[src/rtl/evt_stat_pkg.sv]
package evt_stat_pkg;

    localparam int EVT_W  = 8;
    localparam int B_OPC  = 0;
    localparam int B_RQC  = 1;
    localparam int B_QYE  = 2;
    localparam int B_DDE  = 3;
    localparam int B_EXE  = 4;
    localparam int B_RSV  = 5;
    localparam int RSV_W  = EVT_W - B_RSV;

    typedef logic [EVT_W-1:0] evt_vec_t;

endpackage

[src/rtl/pend_tracker.sv]
module pend_tracker #(
    parameter int NUM_PEND = 4
) (
    input  logic                clk,
    input  logic                rst_n,
    input  logic [NUM_PEND-1:0] start_i,
    input  logic [NUM_PEND-1:0] done_i,
    input  logic [NUM_PEND-1:0] sel_i,
    output logic                all_idle_o
);

    typedef struct packed {
        logic [NUM_PEND-1:0] busy;
    } pend_st_t;

    pend_st_t st_d, st_q;

    always_comb begin
        st_d      = st_q;
        st_d.busy = (st_q.busy & ~done_i) | start_i;
        all_idle_o = ((st_q.busy & sel_i) == '0);
    end

    always_ff @(posedge clk) begin
        if (!rst_n) begin
            st_q <= '0;
        end else begin
            st_q <= st_d;
        end
    end

    for (genvar s = 0; s < NUM_PEND; s++) begin : g_slot_chk
        // a start pulse marks the slot busy
        a_r5_start_busy: assert property (@(posedge clk) disable iff (!rst_n)
            start_i[s] |=> st_q.busy[s]);
        // a done pulse without a start frees the slot
        a_r5_done_frees: assert property (@(posedge clk) disable iff (!rst_n)
            (done_i[s] && !start_i[s]) |=> !st_q.busy[s]);
    end

endmodule

[src/rtl/opc_ctrl.sv]
module opc_ctrl (
    input  logic clk,
    input  logic rst_n,
    input  logic arm_i,
    input  logic clr_i,
    input  logic all_idle_i,
    output logic fire_o,
    output logic armed_o
);

    typedef struct packed {
        logic armed;
    } opc_st_t;

    opc_st_t st_d, st_q;

    always_comb begin
        st_d   = st_q;
        fire_o = st_q.armed && all_idle_i;
        if (clr_i) begin
            st_d.armed = 1'b0;
        end else if (arm_i) begin
            st_d.armed = 1'b1;
        end else if (fire_o) begin
            st_d.armed = 1'b0;
        end
        armed_o = st_q.armed;
    end

    always_ff @(posedge clk) begin
        if (!rst_n) begin
            st_q <= '0;
        end else begin
            st_q <= st_d;
        end
    end

    // once reported, the flag drops unless re-armed
    a_r4_fire_disarms: assert property (@(posedge clk) disable iff (!rst_n)
        (st_q.armed && all_idle_i && !arm_i) |=> !st_q.armed);
    // clear-status always disarms
    a_r10_clr_disarms: assert property (@(posedge clk) disable iff (!rst_n)
        clr_i |=> !st_q.armed);

endmodule

[src/rtl/evt_bank.sv]
module evt_bank
    import evt_stat_pkg::*;
(
    input  logic     clk,
    input  logic     rst_n,
    input  evt_vec_t set_i,
    input  logic     rd_i,
    input  logic     clr_i,
    output evt_vec_t evt_o
);

    typedef struct packed {
        evt_vec_t evt;
    } bank_st_t;

    bank_st_t st_d, st_q;
    logic     wipe;

    always_comb begin
        st_d   = st_q;
        wipe   = rd_i || clr_i;
        st_d.evt = (wipe ? '0 : st_q.evt) | set_i;
        evt_o  = st_q.evt;
    end

    always_ff @(posedge clk) begin
        if (!rst_n) begin
            st_q <= '0;
        end else begin
            st_q <= st_d;
        end
    end

    for (genvar b = 0; b < EVT_W; b++) begin : g_bit_chk
        // a latched bit holds without a read or clear
        a_r2_sticky: assert property (@(posedge clk) disable iff (!rst_n)
            (st_q.evt[b] && !rd_i && !clr_i) |=> st_q.evt[b]);
        // an event in the same cycle as a clear is kept
        a_r3_set_wins: assert property (@(posedge clk) disable iff (!rst_n)
            set_i[b] |=> st_q.evt[b]);
    end

    // a read with no new events empties the byte
    a_r3_read_empties: assert property (@(posedge clk) disable iff (!rst_n)
        ((rd_i || clr_i) && set_i == '0) |=> (st_q.evt == '0));

endmodule

[src/rtl/sticky_evt_stat.sv]
module sticky_evt_stat
    import evt_stat_pkg::*;
#(
    parameter int NUM_PEND = 4
) (
    input  logic                clk,
    input  logic                rst_n,
    input  logic                arm_opc_i,
    input  logic [NUM_PEND-1:0] pend_start_i,
    input  logic [NUM_PEND-1:0] pend_done_i,
    input  logic [NUM_PEND-1:0] pend_sel_i,
    input  logic                qry_intr_i,
    input  logic                qry_unterm_i,
    input  logic                qry_dlock_i,
    input  logic                dev_fault_i,
    input  logic                exec_fail_i,
    input  logic [2:0]          rsv_evt_i,
    input  logic                rd_stb_i,
    input  logic                clr_stat_i,
    input  logic                en_wr_i,
    input  logic [7:0]          en_wdata_i,
    output logic [7:0]          evt_o,
    output logic [7:0]          en_o,
    output logic                summary_o,
    output logic                errq_clr_o
);

    typedef struct packed {
        evt_vec_t en;
        logic     errq_clr;
    } top_st_t;

    top_st_t  st_d, st_q;
    evt_vec_t set_vec;
    evt_vec_t evt_q;
    logic     all_idle;
    logic     opc_fire;
    logic     opc_armed;

    pend_tracker #(.NUM_PEND(NUM_PEND)) i_pend (
        .clk        (clk),
        .rst_n      (rst_n),
        .start_i    (pend_start_i),
        .done_i     (pend_done_i),
        .sel_i      (pend_sel_i),
        .all_idle_o (all_idle)
    );

    opc_ctrl i_opc (
        .clk        (clk),
        .rst_n      (rst_n),
        .arm_i      (arm_opc_i),
        .clr_i      (clr_stat_i),
        .all_idle_i (all_idle),
        .fire_o     (opc_fire),
        .armed_o    (opc_armed)
    );

    always_comb begin
        set_vec        = '0;
        set_vec[B_OPC] = opc_fire;
        set_vec[B_RQC] = 1'b0;
        set_vec[B_QYE] = qry_intr_i || qry_unterm_i || qry_dlock_i;
        set_vec[B_DDE] = dev_fault_i;
        set_vec[B_EXE] = exec_fail_i;
        for (int r = 0; r < RSV_W; r++) begin
            set_vec[B_RSV + r] = rsv_evt_i[r];
        end
    end

    evt_bank i_bank (
        .clk   (clk),
        .rst_n (rst_n),
        .set_i (set_vec),
        .rd_i  (rd_stb_i),
        .clr_i (clr_stat_i),
        .evt_o (evt_q)
    );

    always_comb begin
        st_d          = st_q;
        st_d.errq_clr = clr_stat_i;
        if (en_wr_i) begin
            st_d.en = en_wdata_i;
        end
        evt_o      = evt_q;
        en_o       = st_q.en;
        summary_o  = |(evt_q & st_q.en);
        errq_clr_o = st_q.errq_clr;
    end

    always_ff @(posedge clk) begin
        if (!rst_n) begin
            st_q <= '0;
        end else begin
            st_q <= st_d;
        end
    end

    // clear-status does not disturb the mask
    a_r10_mask_kept: assert property (@(posedge clk) disable iff (!rst_n)
        (clr_stat_i && !en_wr_i) |=> $stable(en_o));
    // queue clear pulse follows the command by one cycle
    a_r10_errq_pulse: assert property (@(posedge clk) disable iff (!rst_n)
        clr_stat_i |=> errq_clr_o);
    // an armed controller never reports while a selected slot is busy
    a_r4_no_early_opc: assert property (@(posedge clk) disable iff (!rst_n)
        (!evt_o[B_OPC] && !all_idle) |=> !evt_o[B_OPC]);
    // unused bit stays low in the register
    a_r8_rqc_low: assert property (@(posedge clk) disable iff (!rst_n)
        opc_armed || !opc_armed |-> !evt_o[B_RQC]);

endmodule

[config.mk]
export PLATFORM = sky130hd
export DESIGN_NAME = sticky_evt_stat
export DESIGN_NICKNAME = d
export VERILOG_FILES = /design/src/rtl/evt_stat_pkg.sv /design/src/rtl/pend_tracker.sv /design/src/rtl/opc_ctrl.sv /design/src/rtl/evt_bank.sv /design/src/rtl/sticky_evt_stat.sv
export SDC_FILE = /design/constraint.sdc
export NUM_CORES = 1
export LEC_CHECK = 0
export BUFFER_PORTS_ARGS = -buffer_cell sky130_fd_sc_hd__buf_2
export CORE_MARGIN = 4
export CORE_UTILIZATION = 38
export DETAILED_ROUTE_END_ITERATION = 6
export PLACE_DENSITY_LB_ADDON = 0.25
export REMOVE_ABC_BUFFERS = 1
export SYNTH_ARGS = -nofsm -noshare
export SYNTH_HDL_FRONTEND = slang
export SYNTH_HIERARCHICAL = 1
export SYNTH_SLANG_ARGS = --single-unit
export TNS_END_PERCENT = 100
[constraint.sdc]
create_clock -name clk -period 1 [get_ports clk]
set_input_delay 0.2 -clock clk [delete_from_list [all_inputs] [get_ports clk]]
set_output_delay 0.2 -clock clk [all_outputs]
set_load 0.01 [all_outputs]
==> run metrics <==
status=finished with violations; violated checks=negative setup slack; Post-Syn Area=903 um2; Final Util=62.6%; top cell type's share of synthesized area=48.8%; Die W=56.8 um; CTS Sinks=22; crit-path leading delay family=flip-flops; total track usage=13.5%; synthesis-to-layout area growth=54.8%; crit path kind=register to primary output; RSZ-0062 raised after global routing=yes; Fin. Hold Viols=0; Synth area leaders=dfxtp_1, nor2b_1, mux2i_1, o21ai_2, nand2_1; layout cells sized above 1=62.2%; HPWL after DPL=1.58 mm; number of port buffers=51; cts hold-fix bufs=0; Die ar.=3220 um2; DR WL/cell=12.1 um; final slew viol count=0; first-pass GRT wire length=3.56 mm; clock root cell=clkbuf_4; post-route worst setup slack=-0.292 ns; Synth Area per Inst=10.2 um2; HP Class=input port to register; remaining global-route overflow=0; IO Pins=52; Routed Wire Length=2.13 mm; Antenna diodes=0; Worst Setup End Kind=primary output; initial core utilization=40.4%; Setup-failing EPs final=7; number of global-route vias before repair=890; H-tree Lvls=1; DRC=0; largest net degree at the start of global routing=31; drt pass-1 iters=4; CP Launch Type=register; Max FO, Critical Path=2; Maximum Capacitance Violations=0; drt initial violations=6; critical path's slowest cell=dfxtp_2; Worst EP arrival=1.09 ns; gp weighted congestion=0.764; Clock Latency Late Sink=0.29 ns; initial antenna violation count=0; total power=1.80 mW; FILL cells=202; clock slew at reported path FFs=0.11 ns; Clock Path Buffers=2; DR vias/cell=4.72; antenna viol nets, final=0; Synth Register Bits=22; die height=56.8 um; Post-layout nets=183; Yosys top cell by area=dfxtp_1; PwrDens=1290 nW/um2; CP Data Required Time=0.80 ns; Syn Inst Count=89; crit-path cells=a22oi_2 > nand4_1 > buf_2; sequential share of the synthesized area=48.8%; Leakage=0.667 nW; post-layout min period=1.29 ns; FP Rows=17; Tcrit/Tclk final=129%; CTS Buf Count=3; Worst VDD drop=0.000719 V; crit-path max cell delay=0.35 ns; number of library cell types mapped by synthesis=19; via count=830; CTS tree=yes; synth warn=6; FMAX=0.774 GHz; Fin Clk Skew=0.00109 ns; CP bufs+invs=1; area of the core=2230 um2
-- repair_timing --
| item | in CTS | in global routing |
|---|---|---|
| pin swaps | 4 | 1 |
| endpoints found under the setup margin | 19 | 19 |
| resized for setup | 27 | 12 |
| buffers inserted | 2 | 4 |
-- synthesized netlist by cell type (all sizes together) --
cell type  instances
o21a               4
nor2b             13
mux2i              8
or2                1
conb               1
o211a              1
a221oi             1
inv                1
or3                1
buf                4
nand2             16
and2               2
nand4              1
o21ai              8
a22oi              4
a22o               1
dfxtp             22
-- power by group --
group / internal [mW] / switching, mW / total [mW]
logic: 0.212 / 0.142 / 0.354
clock network: 0.222 / 0.242 / 0.463
registers: 0.937 / 0.0450 / 0.982
total: 1.37 / 0.429 / 1.80
-- layer usage --
layer | vias to the layer above | routed length (um) | track usage [%]
met1 | 371 | 870 | 15.9
met2 | 36 | 1010 | 22.8
met4 | 0 | 12 | 3.97
li1 | 421 | - | -
met5 | - | 0 | 0
met3 | 2 | 236 | 5.06
-- kinds of logic (layout without fill, tap and decap cells) --
| kind of cell | count (synthesis) | count (layout) | synth area share, % |
|---|---|---|---|
| mux | 8 | 8 | 8.86 |
| flops | 22 | 22 | 48.8 |
| other cells | 1 | 1 | 0.415 |
| buf+inv | 5 | 64 | 4.57 |
| simple gates | 34 | 34 | 19.3 |
| compound gates | 19 | 19 | 18.1 |
-- flip-flops by register name (all words and copies together) (netlist names) --
signal         cells
en_o               8
i_opc/armed_o      1
i_bank/evt_o       8
i_pend/st_q        4
errq_clr_o         1
-- stage by stage --
stage	worst slack (ns)	setup TNS (ns)	hold slack [ns]	cell area [um2]	std cells
after floorplan	-0.0293	-0.0293	0.313	866	85
after global placement	-0.0932	-0.164	0.400	1170	166
after detailed placement	-0.116	-0.191	0.404	1170	166
after CTS	-0.298	-0.795	0.0878	1300	172
after global routing	-0.348	-1.30	0.0861	1400	176
final	-0.292	-0.824	0.103	1400	176
-- path summary, 6_finish.rpt --
check	from	end	depth (start not counted)	slack (ns)
hold / removal	rsv_evt_i[1]	i_bank/evt_o[6]$_SDFF_PN0_	3	0.10
setup reg to reg	i_pend/st_q[0]$_SDFF_PN0_	i_opc/armed_o$_SDFFE_PP0P_	4	-0.10
hold reg to reg	i_bank/evt_o[7]$_SDFF_PN0_	i_bank/evt_o[7]$_SDFF_PN0_	2	0.49
setup / recovery	en_o[0]$_SDFFE_PN0P_	summary_o	3	-0.29
-- layout make-up --
class / count / area (um2) / area share (%)
Timing Repair Buffer: 59 / 424 / 30.3
Inverter: 1 / 3.75 / 0.268
Clock buffer: 4 / 36.3 / 2.59
Sequential cell: 22 / 463 / 33.1
Multi-Input combinational cell: 62 / 437 / 31.2
Tap cell: 28 / 35.0 / 2.50
-- layout by cell type, fill, tap and decap left out, drive strengths merged --
master,Yosys,layout
buf,4,59
dfxtp,22,22
nand2,16,16
nor2b,13,13
mux2i,8,8
o21ai,8,8
o21a,4,4
a22oi,4,4
clkbuf,0,4
and2,2,2
nand4,1,1
or3,1,1
or2,1,1
conb,1,1
inv,1,1
o211a,1,1
a22o,1,1
a221oi,1,1
-- worst register-to-register path, stage by stage, from the launching register on --
cell and delay (ns):
dfxtp_1 0.33, a22o_1 0.21, a221oi_2 0.19, nor2b_1 0.07, o211a_1 0.21
No activity file was read; power rests on OpenSTA's default activity.
